--- config.mk ---
export PLATFORM = sky130hd
export DESIGN_NAME = serial_frame_loader
export DESIGN_NICKNAME = d
export VERILOG_FILES = /design/src/rtl/sfl_pkg.sv /design/src/rtl/sfl_sync.sv /design/src/rtl/sfl_edge.sv /design/src/rtl/sfl_timer.sv /design/src/rtl/sfl_seq.sv /design/src/rtl/serial_frame_loader.sv
export SDC_FILE = /design/constraint.sdc
export NUM_CORES = 1
export LEC_CHECK = 0
export ABC_AREA = 0
export ABC_CLOCK_PERIOD_IN_PS = 2000
export BUFFER_PORTS_ARGS = -buffer_cell sky130_fd_sc_hd__buf_2
export CAP_MARGIN = 20
export CORE_ASPECT_RATIO = 0.7
export CORE_UTILIZATION = 56
export DETAILED_ROUTE_END_ITERATION = 8
export GPL_TIMING_DRIVEN = 0
export PLACE_DENSITY = 0.84
export SYNTH_ARGS = -nofsm -noshare
export SYNTH_HDL_FRONTEND = slang
export SYNTH_SLANG_ARGS = --single-unit
--- constraint.sdc ---
create_clock -name clk -period 2 [get_ports clk]
set_input_delay 0 -clock clk [delete_from_list [all_inputs] [get_ports clk]]
set_output_delay 0 -clock clk [all_outputs]
set_load 0.005 [all_outputs]
--- src/rtl/sfl_pkg.sv ---
package sfl_pkg;

    // Sequencer phases
    typedef enum logic [1:0] {
        SEQ_IDLE  = 2'd0,
        SEQ_WRITE = 2'd1,
        SEQ_XFER  = 2'd2
    } seq_state_e;

    // One detected strobe edge together with its data bit
    typedef struct packed {
        logic valid;
        logic bit_val;
    } strobe_ev_t;

    // Everything the block presents to the converter, except the fixed enables
    typedef struct packed {
        logic data;
        logic wr_n;
        logic xfer_n;
        logic clr_n;
    } dac_ctl_t;

    localparam dac_ctl_t CTL_IDLE = '{data: 1'b0, wr_n: 1'b1, xfer_n: 1'b1, clr_n: 1'b1};

    // Width of a down-counter that is loaded with (cycles - 1)
    function automatic int unsigned timer_width(input int unsigned a, input int unsigned b);
        int unsigned m;
        m = (a > b) ? a : b;
        return (m < 2) ? 1 : $clog2(m);
    endfunction

    // Width of a counter that runs 0 .. n-1
    function automatic int unsigned count_width(input int unsigned n);
        return (n < 2) ? 1 : $clog2(n);
    endfunction

endpackage

--- src/rtl/sfl_sync.sv ---
module sfl_sync #(
    parameter int unsigned STAGES = 2,
    parameter int unsigned WIDTH  = 1
) (
    input  logic             clk,
    input  logic             rst,
    input  logic [WIDTH-1:0] d,
    output logic [WIDTH-1:0] q
);

    logic [WIDTH-1:0] chain [STAGES];

    for (genvar g = 0; g < STAGES; g++) begin : g_stage
        if (g == 0) begin : g_first
            always_ff @(posedge clk) begin
                if (rst) chain[g] <= '0;
                else     chain[g] <= d;
            end
        end else begin : g_next
            always_ff @(posedge clk) begin
                if (rst) chain[g] <= '0;
                else     chain[g] <= chain[g-1];
            end
        end
    end

    assign q = chain[STAGES-1];

endmodule

--- src/rtl/sfl_edge.sv ---
module sfl_edge
    import sfl_pkg::*;
(
    input  logic       clk,
    input  logic       rst,
    input  logic       strobe_s,
    input  logic       data_s,
    input  logic       clr_s,
    output strobe_ev_t ev
);

    logic strobe_q;

    // The previous level is tracked during a clear as well, so a strobe
    // held high across the end of a clear is not taken as a new edge.
    always_ff @(posedge clk) begin
        if (rst) strobe_q <= 1'b0;
        else     strobe_q <= strobe_s;
    end

    assign ev.valid   = strobe_s & ~strobe_q & ~clr_s;
    assign ev.bit_val = data_s;

endmodule

--- src/rtl/sfl_timer.sv ---
module sfl_timer #(
    parameter int unsigned W = 2
) (
    input  logic         clk,
    input  logic         rst,
    input  logic         clear,
    input  logic         load,
    input  logic [W-1:0] load_val,
    output logic         zero
);

    logic [W-1:0] remain;

    always_ff @(posedge clk) begin
        if (rst || clear)      remain <= '0;
        else if (load)         remain <= load_val;
        else if (remain != '0) remain <= remain - 1'b1;
    end

    assign zero = (remain == '0);

endmodule

--- src/rtl/sfl_seq.sv ---
module sfl_seq
    import sfl_pkg::*;
#(
    parameter int unsigned FRAME_BITS  = 16,
    parameter int unsigned WR_CYCLES   = 4,
    parameter int unsigned XFER_CYCLES = 3
) (
    input  logic       clk,
    input  logic       rst,
    input  strobe_ev_t ev,
    input  logic       clr_s,
    output dac_ctl_t   ctl
);

    localparam int unsigned CW = count_width(FRAME_BITS);
    localparam int unsigned TW = timer_width(WR_CYCLES, XFER_CYCLES);
    localparam logic [CW-1:0] LAST_IDX = CW'(FRAME_BITS - 1);
    localparam logic [TW-1:0] WR_LOAD  = TW'(WR_CYCLES - 1);
    localparam logic [TW-1:0] XF_LOAD  = TW'(XFER_CYCLES - 1);

    seq_state_e    state;
    logic [CW-1:0] bit_cnt;
    strobe_ev_t    pend;
    strobe_ev_t    cand;
    logic          last_bit;
    logic          take;
    logic          frame_end;
    logic          tmr_load;
    logic [TW-1:0] tmr_val;
    logic          tmr_zero;
    logic          start_xfer;

    // A held strobe always goes before a fresh one
    assign cand       = pend.valid ? pend : ev;
    assign take       = (state == SEQ_IDLE) && cand.valid;
    assign frame_end  = (bit_cnt == LAST_IDX);
    assign start_xfer = (state == SEQ_WRITE) && tmr_zero && last_bit;
    assign tmr_load   = take || start_xfer;
    assign tmr_val    = take ? WR_LOAD : XF_LOAD;

    sfl_timer #(.W(TW)) u_timer (
        .clk      (clk),
        .rst      (rst),
        .clear    (clr_s),
        .load     (tmr_load),
        .load_val (tmr_val),
        .zero     (tmr_zero)
    );

    always_ff @(posedge clk) begin
        if (rst) begin
            state    <= SEQ_IDLE;
            bit_cnt  <= '0;
            pend     <= '0;
            last_bit <= 1'b0;
            ctl      <= CTL_IDLE;
        end else begin
            ctl.clr_n <= ~clr_s;
            if (clr_s) begin
                state      <= SEQ_IDLE;
                bit_cnt    <= '0;
                pend       <= '0;
                last_bit   <= 1'b0;
                ctl.wr_n   <= 1'b1;
                ctl.xfer_n <= 1'b1;
            end else begin
                unique case (state)
                    SEQ_IDLE: begin
                        if (take) begin
                            ctl.data <= cand.bit_val;
                            ctl.wr_n <= 1'b0;
                            last_bit <= frame_end;
                            bit_cnt  <= frame_end ? '0 : bit_cnt + 1'b1;
                            pend     <= pend.valid ? ev : '0;
                            state    <= SEQ_WRITE;
                        end
                    end
                    SEQ_WRITE: begin
                        if (ev.valid) pend <= ev;
                        if (tmr_zero) begin
                            ctl.wr_n <= 1'b1;
                            if (last_bit) begin
                                ctl.xfer_n <= 1'b0;
                                state      <= SEQ_XFER;
                            end else begin
                                state <= SEQ_IDLE;
                            end
                        end
                    end
                    SEQ_XFER: begin
                        if (ev.valid) pend <= ev;
                        if (tmr_zero) begin
                            ctl.xfer_n <= 1'b1;
                            state      <= SEQ_IDLE;
                        end
                    end
                    default: state <= SEQ_IDLE;
                endcase
            end
        end
    end

endmodule

--- src/rtl/serial_frame_loader.sv ---
module serial_frame_loader
    import sfl_pkg::*;
#(
    parameter int unsigned FRAME_BITS  = 16,
    parameter int unsigned SYNC_STAGES = 2,
    parameter int unsigned WR_CYCLES   = 4,
    parameter int unsigned XFER_CYCLES = 3
) (
    input  logic clk,
    input  logic rst,
    input  logic iso_data,
    input  logic iso_strobe,
    input  logic iso_reset,
    output logic dac_data,
    output logic dac_wr_n,
    output logic dac_lsel_n,
    output logic dac_hsel_n,
    output logic dac_xfer_n,
    output logic dac_clr_n
);

    localparam int unsigned LINK_W = 3;

    logic [LINK_W-1:0] link_s;
    strobe_ev_t        ev;
    dac_ctl_t          ctl;

    // All three link lines share one chain so they stay cycle-aligned
    sfl_sync #(.STAGES(SYNC_STAGES), .WIDTH(LINK_W)) u_sync (
        .clk (clk),
        .rst (rst),
        .d   ({iso_reset, iso_strobe, iso_data}),
        .q   (link_s)
    );

    sfl_edge u_edge (
        .clk      (clk),
        .rst      (rst),
        .strobe_s (link_s[1]),
        .data_s   (link_s[0]),
        .clr_s    (link_s[2]),
        .ev       (ev)
    );

    sfl_seq #(
        .FRAME_BITS  (FRAME_BITS),
        .WR_CYCLES   (WR_CYCLES),
        .XFER_CYCLES (XFER_CYCLES)
    ) u_seq (
        .clk   (clk),
        .rst   (rst),
        .ev    (ev),
        .clr_s (link_s[2]),
        .ctl   (ctl)
    );

    assign dac_data   = ctl.data;
    assign dac_wr_n   = ctl.wr_n;
    assign dac_xfer_n = ctl.xfer_n;
    assign dac_clr_n  = ctl.clr_n;
    // Both byte enables low selects serial shift mode permanently
    assign dac_lsel_n = 1'b0;
    assign dac_hsel_n = 1'b0;

endmodule

== Word level (Yosys, flattened, before mapping) ==
Memories as Yosys holds them, arrays and structs flattened.
Cells that the tools add are included.

* Register bits: 16
* Memory bits (writable): 6
* Input port bits: 5
* Output and inout bits: 6
* Word-level logic and storage cells: 73
* Memories: 1

{| class="wikitable"
|+ Memories
! name !! depth !! width !! rd ports !! clocked after Yosys merged registers in !! write ports !! line !! text
|-
| u_sync.chain || 2 || 3 || 2 || 0 || 2 || sfl_sync.sv:11 || <nowiki>logic [WIDTH-1:0] chain [STAGES];</nowiki>
|}

* Add/subtract/negate cells: 2
* Equality and inequality tests: 8
* Mux-type cells: 25
* Bitwise operators: 6
* Reduce and logical (&&, ||, !) cells: 20

{| class="wikitable"
|+ Operator list
! kind !! count
|-
| 2-bit two-way mux || 11
|-
| 3-bit AND reduction || 4
|-
| 2-bit by 1-bit != test with 1-bit output, second input constant || 5
|-
| 2-bit nonzero test || 5
|-
| 1-bit two-way mux || 7
|-
| 3-bit two-way mux || 2
|-
| 2-bit case mux with 3 select lines || 1
|-
| 4-bit by 1-bit adder with 4-bit output, second input constant || 1
|-
| 4-bit equality test, second input constant || 1
|-
| 2-bit zero test || 2
|-
| 4-bit two-way mux || 1
|-
| 1-bit case mux with 2 select lines || 2
|-
| 2-bit case mux with 2 select lines || 1
|-
| 4-bit AND reduction || 1
|-
| 2-bit OR reduction || 2
|-
| 1-bit logical AND || 3
|-
| 1-bit bitwise AND || 2
|-
| 2-bit by 1-bit equality test with 1-bit output, second input constant || 1
|-
| 2-bit equality test, second input constant || 1
|-
| 1-bit logical OR || 2
|-
| 1-bit NOT || 2
|-
| 1-bit bitwise OR || 2
|-
| 2-bit AND reduction || 1
|-
| 2-bit by 1-bit subtractor with 2-bit output, second input constant || 1
|}

== Longest topological paths before layout ==
Gate-level depths: netlist (run 1).

* Word-level depth: 7
* Depth in mapped cells: 6
* Gate-level depth less buffers: 5

== By module ==
Synthesis (run 1) repeated with hierarchy kept, for this count alone.

* Cell total of the unflattened synthesis: 105
* Area, all modules: 1,008.5 sq um

{| class="wikitable"
|+ By module, submodules not included
! module !! instances !! cells each !! area an instance (sq um) !! sequential area each (sq um)
|-
| sfl_seq || 1 || 73 || 656.9 || 260.2
|-
| sfl_sync || 1 || 12 || 157.7 || 120.1
|-
| sfl_timer || 1 || 13 || 128.9 || 40.0
|-
| sfl_edge || 1 || 4 || 46.3 || 20.0
|-
| serial_frame_loader || 1 || 3 || 18.8 || 0.0
|}

== Least setup slack after synthesis (run 1) ==
OpenSTA, ideal clock, no wires.

* Path type: reg2reg
* Start point: reg u_seq.state[0]
* End point: reg u_seq.ctl[2] (netlist name)
* Setup time: 0.120 ns
* Arrival: 1.360 ns
* Slack: 0.521 ns
* Stages on the path, launching flop included: 7
* Clock period less this slack: 1.479 ns
* Cell sequence: dfxtp_1 -> inv_1 -> ha_1 -> buf_2 -> inv_1 -> o311a_1 -> a211o_1

* Word-level cells in the longest chain between the ends: 4

{| class="wikitable"
|+ Ends and longest elaborated chain
! element !! line !! text
|-
| start, declared || sfl_seq.sv:21 || <nowiki>seq_state_e state;</nowiki>
|-
| start signal, assigned || sfl_seq.sv:52 || <nowiki>state <= SEQ_IDLE;</nowiki>
|-
| start signal, assigned || sfl_seq.sv:60 || <nowiki>state <= SEQ_IDLE;</nowiki>
|-
| start signal, assigned || sfl_seq.sv:75 || <nowiki>state <= SEQ_WRITE;</nowiki>
|-
| 2-bit zero test || sfl_seq.sv:35, sfl_seq.sv:67 ||
|-
| 1-bit logical AND || sfl_seq.sv:35 || <nowiki>assign take = (state == SEQ_IDLE) && cand.valid;</nowiki>
|-
| 2-bit by 1-bit != test with 1-bit output (no line) || -- ||
|-
| 3-bit AND reduction (no line) || -- ||
|}

Several ways; a longest one is shown, not always the timed one.
A chain may end at the register's enable or synchronous reset.

== Worst setup path after layout (run 1) ==
* Start point: reg u_seq.state[0]
* End point: reg u_seq.ctl[2] (netlist name)

* Word-level cells in the longest chain between the ends: 4

{| class="wikitable"
|+ Ends and longest elaborated chain
! element !! line
|-
| 2-bit zero test || sfl_seq.sv:35, sfl_seq.sv:67
|-
| 1-bit logical AND || sfl_seq.sv:35
|-
| 2-bit by 1-bit != test with 1-bit output (no line) || --
|-
| 3-bit AND reduction (no line) || --
|}

Several ways; a longest one is shown, not always the timed one.

==> impl_metrics.tcl, run 1 <==
set metrics [dict create \
    final-hold-violation-count 0 \
    ios 11 \
    drt_pass1_iterations 4 \
    die_width_um 54.4 \
    overflow 0 \
    synth_common_cells "dfxtp_1, nor2b_1, nand2_1" \
    cts_tree "yes" \
    ys_seq_elements 22 \
    syn_to_final_growth_pct 12.7 \
    grt_pass1_vias 767 \
    viasPerCell 5.68 \
    synth-main-ff-cell "dfxtp_1" \
    vias 858 \
    synth_edf_count 0 \
    pwr-share-seq_pct 50.3 \
    p_leak_nw 0.493 \
    netlist_area_um2 1070 \
    yosys.area.top_type "dfxtp_1" \
    fin_nets 142 \
    slew_viol_final 0 \
    power.internal_mw 0.679 \
    worstMarginPinSlew_ns 0.564 \
    crit_arrival_ns 1.88 \
    drc 0 \
    gr-usage-all-layers_pct 24.3 \
    drt_iter0_markers 15 \
    initial_utilization_pct 63.3 \
    status "finished clean" \
    clock_power_share_pct 26.0 \
    worstSkewPairLatency_ns 0.32 \
    dp_hpwl_um 1560 \
    setup_tns_ns 0 \
    fmax_ghz 0.602 \
    finalSetupViolCount 0 \
    detail_route.wl_per_cell_um 13.6 \
    h-tree-depth 1 \
    synth.avg_cell_area_um2 9.43 \
    maxCapViolations 0 \
    synth_most_common_cell "dfxtp_1" \
    ant_nets 0 \
    diodes 0 \
    skew_ns 0.00293 \
    path_class "reg2reg" \
    comb_power_share_pct 23.7 \
    io_buffers 8 \
    required_ns 2.22 \
    cts_root_buf "clkbuf_4" \
    critPathMaxFanout 10 \
    yosysWarningCount 0 \
    power_density_nw_per_um2 791 \
    worstHoldPathType "in2reg" \
    relSlewSlack_pct 62.3 \
    period_share_pct 83.0 \
    synthDistinctLibCells 36 \
    yosys.area.top_type_share_pct 41.0 \
    reg2reg_slack_ns 0.34 \
    antenna_found_initial 0 \
    cts.clk_slew.worst_paths_ns 0.12 \
    grt_pass1_wl_um 3440 \
    fp.coreArea_um2 1700 \
    grt_max_degree 13 \
    end_kind "flip-flop" \
    cts_buffers 3 \
    peakVddDrop_mv 0.669 \
    synth_cells 114 \
    period_minus_slack_ns 1.66 \
    synth-async-reset-ratio_pct 0 \
    ys_top_cells_by_area "dfxtp_1, ha_1, nor2b_1" \
    final_util_pct 71.4 \
    place_congestion 0.806 \
    total_power_mw 0.957 \
    die-height_um 38.7 \
    p_sw_mw 0.278 \
    drive_gt1_share_pct 17.7 \
    nFillCells 140 \
    fp-row-count 12 \
    critPathLaunchType "flip-flop" \
    cts-resized-gates 0 \
    switching_share_pct 29.1 \
    rsz0062_at_grt "false" \
    die_area_um2 2100 \
    synth.yosys.seq_area_share_pct 41.0 \
    cts_buffer_depth 2 \
    wirelength_um 2050 \
    cts_sinks 22 \
]
power by group through the flow:
stage / registers (mW) / clock network [mW] / logic, mW
after floorplan: 0.488 / 0 / 0.177
after global placement: 0.490 / 0 / 0.206
after detailed placement: 0.492 / 0 / 0.221
after CTS: 0.482 / 0.255 / 0.227
after global routing: 0.486 / 0.268 / 0.256
final: 0.482 / 0.249 / 0.226
repair_timing:
action | CTS | global route
hold buffers | 3 | 0
setup endpoints to repair | 0 | 0
buffers inserted | 0 | 0
hold endpoints to repair | 3 | 0
cell type report:
type / count / area [um2] / area share (%)
Clock buffer: 4 / 36.3 / 3.00
Sequential cell: 22 / 440 / 36.4
Multi-Input combinational cell: 78 / 571 / 47.1
Buffer: 8 / 41.3 / 3.41
Inverter: 7 / 26.3 / 2.17
Timing Repair Buffer: 11 / 70.1 / 5.79
Tap cell: 21 / 26.3 / 2.17
kinds of logic (layout without fill, tap and decap cells):
| kind of cell | count (synthesis) | count (layout) | synth area share, % |
|---|---|---|---|
| compound gates | 27 | 27 | 18.5 |
| mux | 4 | 4 | 3.73 |
| buf+inv | 15 | 30 | 6.29 |
| fa+ha+maj | 6 | 6 | 6.98 |
| simple gates | 39 | 39 | 23.2 |
| flops | 22 | 22 | 41.0 |
| other cells | 1 | 2 | 0.349 |
metal layers:
metal	global-route usage, %	vias to the layer above	wire, um
met2	38.7	18	904
met4	5.77	0	21
li1	-	435	-
met3	8.24	3	99
met1	31.6	402	1030
met5	0	-	0
critical path, cell delays in order, from the launching register on:
cell and delay (ns):
dfxtp_1 0.35, inv_1 0.11, ha_1 0.16, buf_2 0.23, inv_1 0.11, o311a_1 0.34
a211o_1 0.26
cell usage in the layout, fill, tap and decap left out, drive strengths merged, types with 2 or more instances in the layout:
| cell type | synthesis | final |
|---|---|---|
| ha | 6 | 6 |
| nand2b | 2 | 2 |
| nor3 | 2 | 2 |
| a21o | 2 | 2 |
| nand3 | 6 | 6 |
| inv | 7 | 7 |
| a211o | 2 | 2 |
| o211ai | 4 | 4 |
| a21oi | 7 | 7 |
| dlygate4sd3 | 0 | 3 |
| nand2 | 9 | 9 |
| dfxtp | 22 | 22 |
| nor2 | 2 | 2 |
| or2 | 2 | 2 |
| buf | 5 | 13 |
| nor2b | 11 | 11 |
| clkbuf | 3 | 7 |
| mux2i | 4 | 4 |
| o21ai | 2 | 2 |
| conb | 1 | 2 |
path summary, 6_finish.rpt:
path / endpoint / cells past startpoint / startpoint
worst max-delay path: u_seq.ctl[2]$_SDFFE_PP1P_ / 6 / u_seq.state[0]$_SDFFE_PP0P_
worst min-delay path: u_seq.bit_cnt[2]$_SDFFE_PP0P_ / 3 / rst
worst max register to register: u_seq.ctl[2]$_SDFFE_PP1P_ / 6 / u_seq.state[0]$_SDFFE_PP0P_
worst min register to register: u_sync.chain[1][2]$_SDFF_PP0_ / 1 / u_sync.chain[0][2]$_SDFF_PP0_
metrics by stage:
stage                     instances  hold WS [ns]  setup slack [ns]  cell area [um2]
after detailed placement        144         0.212             0.359             1140
final                           151        0.0116             0.340             1210
after global placement          144         0.208             0.416             1140
after CTS                       151      0.000345             0.340             1210
after global routing            151        0.0276             0.239             1210
after floorplan                 115         0.128             0.521             1080
flip-flops by register name, summed over array words and instances (netlist names):
signal                cells
u_seq.bit_cnt             4
u_seq.ctl                 4
u_sync.chain              6
u_seq.state               2
u_seq.pend                2
u_seq.last_bit            1
u_seq.u_timer.remain      2
u_edge.strobe_q           1
Power figures use the tool's default switching activity.
==> inputs of run 2 (changes only) <==
- ABC_AREA: 0 -> 1
- ABC_CLOCK_PERIOD_IN_PS: 2000 -> 1700
- CORE_ASPECT_RATIO: 0.7 -> unset
- CORE_UTILIZATION: 56 -> 55
- PLACE_DENSITY: 0.84 -> 0.83
- clock period: 2 -> 1.7 ns (I/O delays scaled with it)
==> impl_metrics.tcl, run 2 <==
set metrics [dict create \
    status "finished clean" \
    comb_power_share_pct 35.0 \
    synth_compound_area_share_pct 8.64 \
    drive_gt1_share_pct 13.0 \
    final-hold-violation-count 0 \
    syn_to_final_growth_pct 16.0 \
    die_area_um2 2020 \
    final_cell_mix "inv_1, nand2_1, dfxtp_1, nor2_1, nand3_1" \
    fin_nets 166 \
    grt_max_degree 14 \
    critPathMaxStageDelay_ns 0.36 \
    ctsHoldBuffers 4 \
    crit_path_cell_trace "inv_1 > ha_1 > clkbuf_2 > or2_2 > a21oi_1 > nor2_1" \
    cts_root_buf "clkbuf_4" \
    yosys.area.top_type "dfxtp_1" \
    setup_tns_ns 0 \
    synth-async-reset-ratio_pct 0 \
    relSlewSlack_pct 59.7 \
    drt_iter0_markers 11 \
    synth_top_family_by_area "simple AND/OR/NAND/NOR gates" \
    synth_fa_ha_area_share_pct 7.41 \
    holdPathStages 2 \
    crit_arrival_ns 1.67 \
    io_buffers 7 \
    cts-resized-gates 0 \
    maxCapViolations 0 \
    antenna_found_initial 0 \
    post_cts_buffers 0 \
    synth-xor-area-share_pct 0.864 \
    finalSetupViolCount 0 \
    mostFrequentLayoutCell "inv_1" \
    overflow 0 \
    synth.avg_cell_area_um2 7.34 \
    critPathBufInv 2 \
    power.internal_mw 1.02 \
    die-height_um 44.9 \
    fmax_ghz 0.687 \
    cp-startpoint "u_seq.state[0]$_SDFFE_PP0P_" \
    fp-row-count 15 \
    path_class "reg2reg" \
    grt_pass1_wl_um 2790 \
    ant_nets 0 \
    yosysWarningCount 0 \
    place_congestion 0.822 \
    largest_reg_flops 6 \
    ys_top_cells_by_area "dfxtp_1, inv_1, nand2_1" \
    worstHoldPathType "reg2reg" \
    cts_buffer_depth 2 \
    netlist_area_um2 1010 \
    detail_route.wl_per_cell_um 9.65 \
    h-tree-depth 1 \
    grt_pass1_vias 760 \
    synth_most_common_cell "inv_1" \
    peakVddDrop_mv 1.06 \
    required_ns 1.91 \
    synth-simple-area-share_pct 26.2 \
    ios 11 \
    r2r-start "u_seq.state[0]$_SDFFE_PP0P_" \
    gr-usage-all-layers_pct 19.2 \
    die_width_um 44.9 \
    fp.coreArea_um2 1730 \
    synth_mux_area_share_pct 0 \
    cts_tree "yes" \
    period_minus_slack_ns 1.46 \
    top_regs "u_sync.chain: 6 flops, u_seq.bit_cnt: 4 flops, u_seq.ctl: 4 flops" \
    end_kind "flip-flop" \
    drc 0 \
    critPathMaxFanout 8 \
    cts_sinks 22 \
    vias 843 \
    diodes 0 \
    slew_viol_final 0 \
    synth_common_cells "inv_1, nand2_1, dfxtp_1" \
    critPathLaunchType "flip-flop" \
    critical_path.top_delay_family "simple AND/OR/NAND/NOR gates" \
    wirelength_um 1730 \
    yosys.area.top_type_share_pct 43.5 \
    synth_edf_count 0 \
    rsz0062_at_grt "false" \
    initial_utilization_pct 58.7 \
    p_sw_mw 0.530 \
    ys_seq_elements 22 \
    cts_buffers 3 \
    cts.clk_slew.worst_paths_ns 0.12 \
    synth.yosys.seq_area_share_pct 43.5 \
    reg2regPathDepth 6 \
    worstSkewPairLatency_ns 0.30 \
    reg2reg_to "u_seq.pend[0]$_SDFFE_PP0P_" \
    clock_power_share_pct 25.1 \
    skew_ns 0.00691 \
    synth_cells 138 \
    reg2reg_slack_ns 0.24 \
    critPathSlowestCell "dfxtp_1" \
    dp_hpwl_um 1280 \
    viasPerCell 4.71 \
    period_share_pct 85.6 \
    pwr-share-seq_pct 39.8 \
    synth-main-ff-cell "dfxtp_1" \
    cp.depth 6 \
    worstSetupEndpoint "u_seq.pend[0]$_SDFFE_PP0P_" \
    hold_ws_ns 0.408 \
    power_density_nw_per_um2 1320 \
    switching_share_pct 34.2 \
    drt_pass1_iterations 4 \
    p_leak_nw 0.575 \
    worstMarginPinSlew_ns 0.602 \
    regMostFlops "u_sync.chain" \
    synthDistinctLibCells 18 \
]
==> run 2: changes by cell type after synthesis, moves of 3 or more <==
cell / previous run / this run
mux2i_1: 4 / 0
nand2_1: 9 / 25
buf_2: 3 / 0
o21ai_0: 2 / 8
nor2_1: 2 / 16
nand4_1: 0 / 4
inv_1: 7 / 27
nand3_1: 6 / 10
clkbuf_1: 3 / 0
nor2b_1: 11 / 0
o211ai_1: 4 / 1
==> run 2: tightest hold or removal path, delay by kind of cell (launching register included) <==
kind	cells	cell delay, ns
and+or+nand+nor	1	0.03
buffers and inverters	1	0.04
DFF	1	0.31
==> run 2: cell families (layout without fill, tap and decap cells) <==
logic type      Yosys count  after routing
simple gates             60             60
buf+inv                  31             46
flops                    22             22
compound gates           17             17
fa+ha+maj                 6              6
other cells               1              2
xor+xnor                  1              1
==> run 2: per-layer routing <==
| metal | wire (um) | GRT usage (%) | vias up |
|---|---|---|---|
| li1 | - | - | 456 |
| met4 | 15 | 6.06 | 0 |
| met2 | 891 | 36.8 | 23 |
| met5 | 0 | 0 | - |
| met3 | 68 | 7.20 | 2 |
| met1 | 752 | 18.8 | 362 |
==> run 2: power groups by stage <==
stage                     clock network, mW  registers (mW)  logic, mW
after floorplan                           0           0.623      0.426
after global placement                    0           0.626      0.495
after detailed placement                  0           0.629      0.529
after CTS                             0.401           0.618      0.543
after global routing                  0.419           0.625      0.628
final                                 0.390           0.618      0.544
==> run 2: worst min path at each step <==
stage | to | slack (ns) | start
global route | u_sync.chain[1][0]$_SDFF_PP0_ | 0.42 | u_sync.chain[0][0]$_SDFF_PP0_
global placement | u_edge.strobe_q$_SDFF_PP0_ | 0.20 | rst
floorplan | u_sync.chain[0][0]$_SDFF_PP0_ | 0.11 | iso_data
CTS | u_sync.chain[1][0]$_SDFF_PP0_ | 0.41 | u_sync.chain[0][0]$_SDFF_PP0_
detailed placement | u_sync.chain[1][0]$_SDFF_PP0_ | 0.20 | rst
finish | u_sync.chain[1][0]$_SDFF_PP0_ | 0.41 | u_sync.chain[0][0]$_SDFF_PP0_
==> run 2: final cells by class <==
class | instances | area, um2
fill | 154 | 551
multi-input combinational | 86 | 444
sequential | 22 | 440
inverter | 27 | 101
timing repair buffer | 11 | 75.1
buffer | 4 | 31.3
tap | 25 | 31.3
clock inverter | 1 | 30.0
clock buffer | 3 | 22.5
==> run 2: stage by stage <==
step	setup slack, ns	utilization [%]	std cells	power [mW]	cell area [um2]
CTS	0.252	68.1	179	1.56	1180
finish	0.245	68.1	179	1.55	1180
floorplan	0.366	-	139	1.05	1020
global placement	0.297	62.8	171	1.12	1080
global route	0.111	68.1	179	1.67	1180
detailed placement	0.278	62.8	171	1.16	1080
==> inputs of run 3 (changes only) <==
- ABC_CLOCK_PERIOD_IN_PS: 1700 -> unset
- CORE_ASPECT_RATIO: unset -> 0.7
- CORE_UTILIZATION: 55 -> 40
- PLACE_DENSITY: 0.83 -> 0.66
- clock period: 1.7 -> 1.35 ns (I/O delays scaled with it)
==> impl_metrics.tcl, run 3 (synthesized netlist as in run 2, its figures left out) <==
set metrics [dict create \
    total_power_mw 2.06 \
    antenna_found_initial 0 \
    viasPerCell 4.56 \
    h-tree-depth 1 \
    path_class "reg2reg" \
    die_width_um 62.2 \
    diodes 0 \
    critPathMaxFanout 5 \
    finalInstanceArea_um2 1210 \
    grt_max_degree 14 \
    final_util_pct 53.7 \
    drt_iter0_markers 37 \
    ios 11 \
    final-hold-violation-count 0 \
    cts_buffers 3 \
    min_to "u_sync.chain[0][1]$_SDFF_PP0_" \
    vias 848 \
    status "finished clean" \
    io_buffers 7 \
    hp-start "iso_strobe" \
    fin_nets 166 \
    fmax_ghz 0.808 \
    dp_hpwl_um 1360 \
    power_density_nw_per_um2 1700 \
    top_regs "u_sync.chain: 6 flops, u_seq.bit_cnt: 4 flops, u_seq.ctl: 4 flops" \
    drt_pass1_iterations 4 \
    fin_cells 186 \
    mostFrequentLayoutCell "nand2_1" \
    place_congestion 0.759 \
    slew_viol_final 0 \
    worstSkewPairLatency_ns 0.32 \
    hold_ws_ns 0.415 \
    initial_utilization_pct 44.9 \
    dp_cells 178 \
    regMostFlops "u_sync.chain" \
    drc 0 \
    gr-usage-all-layers_pct 15.0 \
    period_share_pct 91.7 \
    period_minus_slack_ns 1.24 \
    ant_nets 0 \
    cts_root_buf "clkbuf_4" \
    cts_buffer_depth 2 \
    peakVddDrop_mv 0.722 \
    maxCapViolations 0 \
    crit_arrival_ns 1.47 \
    rsz0062_at_grt "false" \
    worstHoldPathType "in2reg" \
    cts_tree "yes" \
    layout_setup_ws_ns 0.113 \
    reg2reg_slack_ns 0.11 \
    cts_sinks 22 \
    reg2regPathDepth 5 \
    required_ns 1.58 \
    grt_pass1_wl_um 3040 \
    end_kind "flip-flop" \
    skew_ns 0.00436 \
    grt_pass1_vias 713 \
    die-height_um 44.1 \
    detail_route.wl_per_cell_um 9.77 \
    largest_reg_flops 6 \
    final_cell_mix "nand2_1, inv_1, dfxtp_1, nor2_1" \
    dpl_cell_area_um2 1090 \
    overflow 0 \
    fp-row-count 14 \
    p_leak_nw 0.580 \
    cts.clk_slew.worst_paths_ns 0.12 \
    wirelength_um 1820 \
    finalSetupViolCount 0 \
    detailedPlace.worstSlack_ns -0.0813 \
    syn_to_final_growth_pct 19.8 \
    die_area_um2 2740 \
    drive_gt1_share_pct 18.8 \
    critPathLaunchType "flip-flop" \
    setup_tns_ns 0 \
    holdPathStages 4 \
    r2r-start "u_seq.state[0]$_SDFFE_PP0P_" \
    reg2reg_to "u_seq.pend[0]$_SDFFE_PP0P_" \
    fp.coreArea_um2 2260 \
]
[run 3: area by class of cell]
| cell class | instances | area [um2] |
|---|---|---|
| clock buffer | 3 | 22.5 |
| tap | 32 | 40.0 |
| timing repair buffer | 12 | 82.6 |
| fill | 216 | 1050 |
| buffer | 3 | 26.3 |
| clock inverter | 1 | 30.0 |
| multi-input combinational | 86 | 469 |
| inverter | 27 | 101 |
| sequential | 22 | 442 |
[run 3: worst max path at each step]
stage	depth (start not counted)	endpoint	from	slack (ns)
finish	5	u_seq.pend[0]$_SDFFE_PP0P_	u_seq.state[0]$_SDFFE_PP0P_	0.11
global route	8	u_seq.state[0]$_SDFFE_PP0P_	u_seq.u_timer.remain[0]$_SDFFE_PP0P_	0.005
CTS	5	u_seq.pend[0]$_SDFFE_PP0P_	u_seq.state[1]$_SDFFE_PP0P_	0.003
detailed placement	6	u_seq.pend[0]$_SDFFE_PP0P_	u_seq.state[0]$_SDFFE_PP0P_	-0.08
global placement	6	u_seq.pend[0]$_SDFFE_PP0P_	u_seq.state[0]$_SDFFE_PP0P_	-0.05
floorplan	6	u_seq.pend[0]$_SDFFE_PP0P_	u_seq.state[0]$_SDFFE_PP0P_	0.02
[run 3: report_power, final]
| part | internal (mW) | leakage [nW] | switching, mW |
|---|---|---|---|
| Clock | 0.301 | 0.0279 | 0.208 |
| Sequential | 0.736 | 0.180 | 0.0453 |
| Combinational | 0.311 | 0.371 | 0.457 |
| Total | 1.35 | 0.580 | 0.711 |
[run 3: layer usage]
metal / wire length (um) / vias up / global-route usage, % / share of wire, %
met4: 24 / 0 / 7.44 / 1.3
met1: 839 / 369 / 17.5 / 46
li1: - / 455 / - / -
met5: 0 / - / 0 / 0
met2: 861 / 20 / 25.3 / 47
met3: 93 / 4 / 5.41 / 5.1
[run 3: timing repair]
| action | 4_1_cts | 5_1_grt |
|---|---|---|
| hold endpoints to repair | 9 | 0 |
| gates resized for setup | 2 | 8 |
| pin swaps | 0 | 1 |
| hold buffers | 4 | 0 |
| endpoints found under the setup margin | 5 | 11 |
| gates cloned | 0 | 0 |
| setup buffers | 0 | 1 |
[run 3: critical path, stage by stage (launching register included)]
cell,delay [ns]
dfxtp_2,0.36
inv_2,0.06
ha_4,0.25
or2_2,0.28
a21oi_1,0.15
nor2_1,0.06
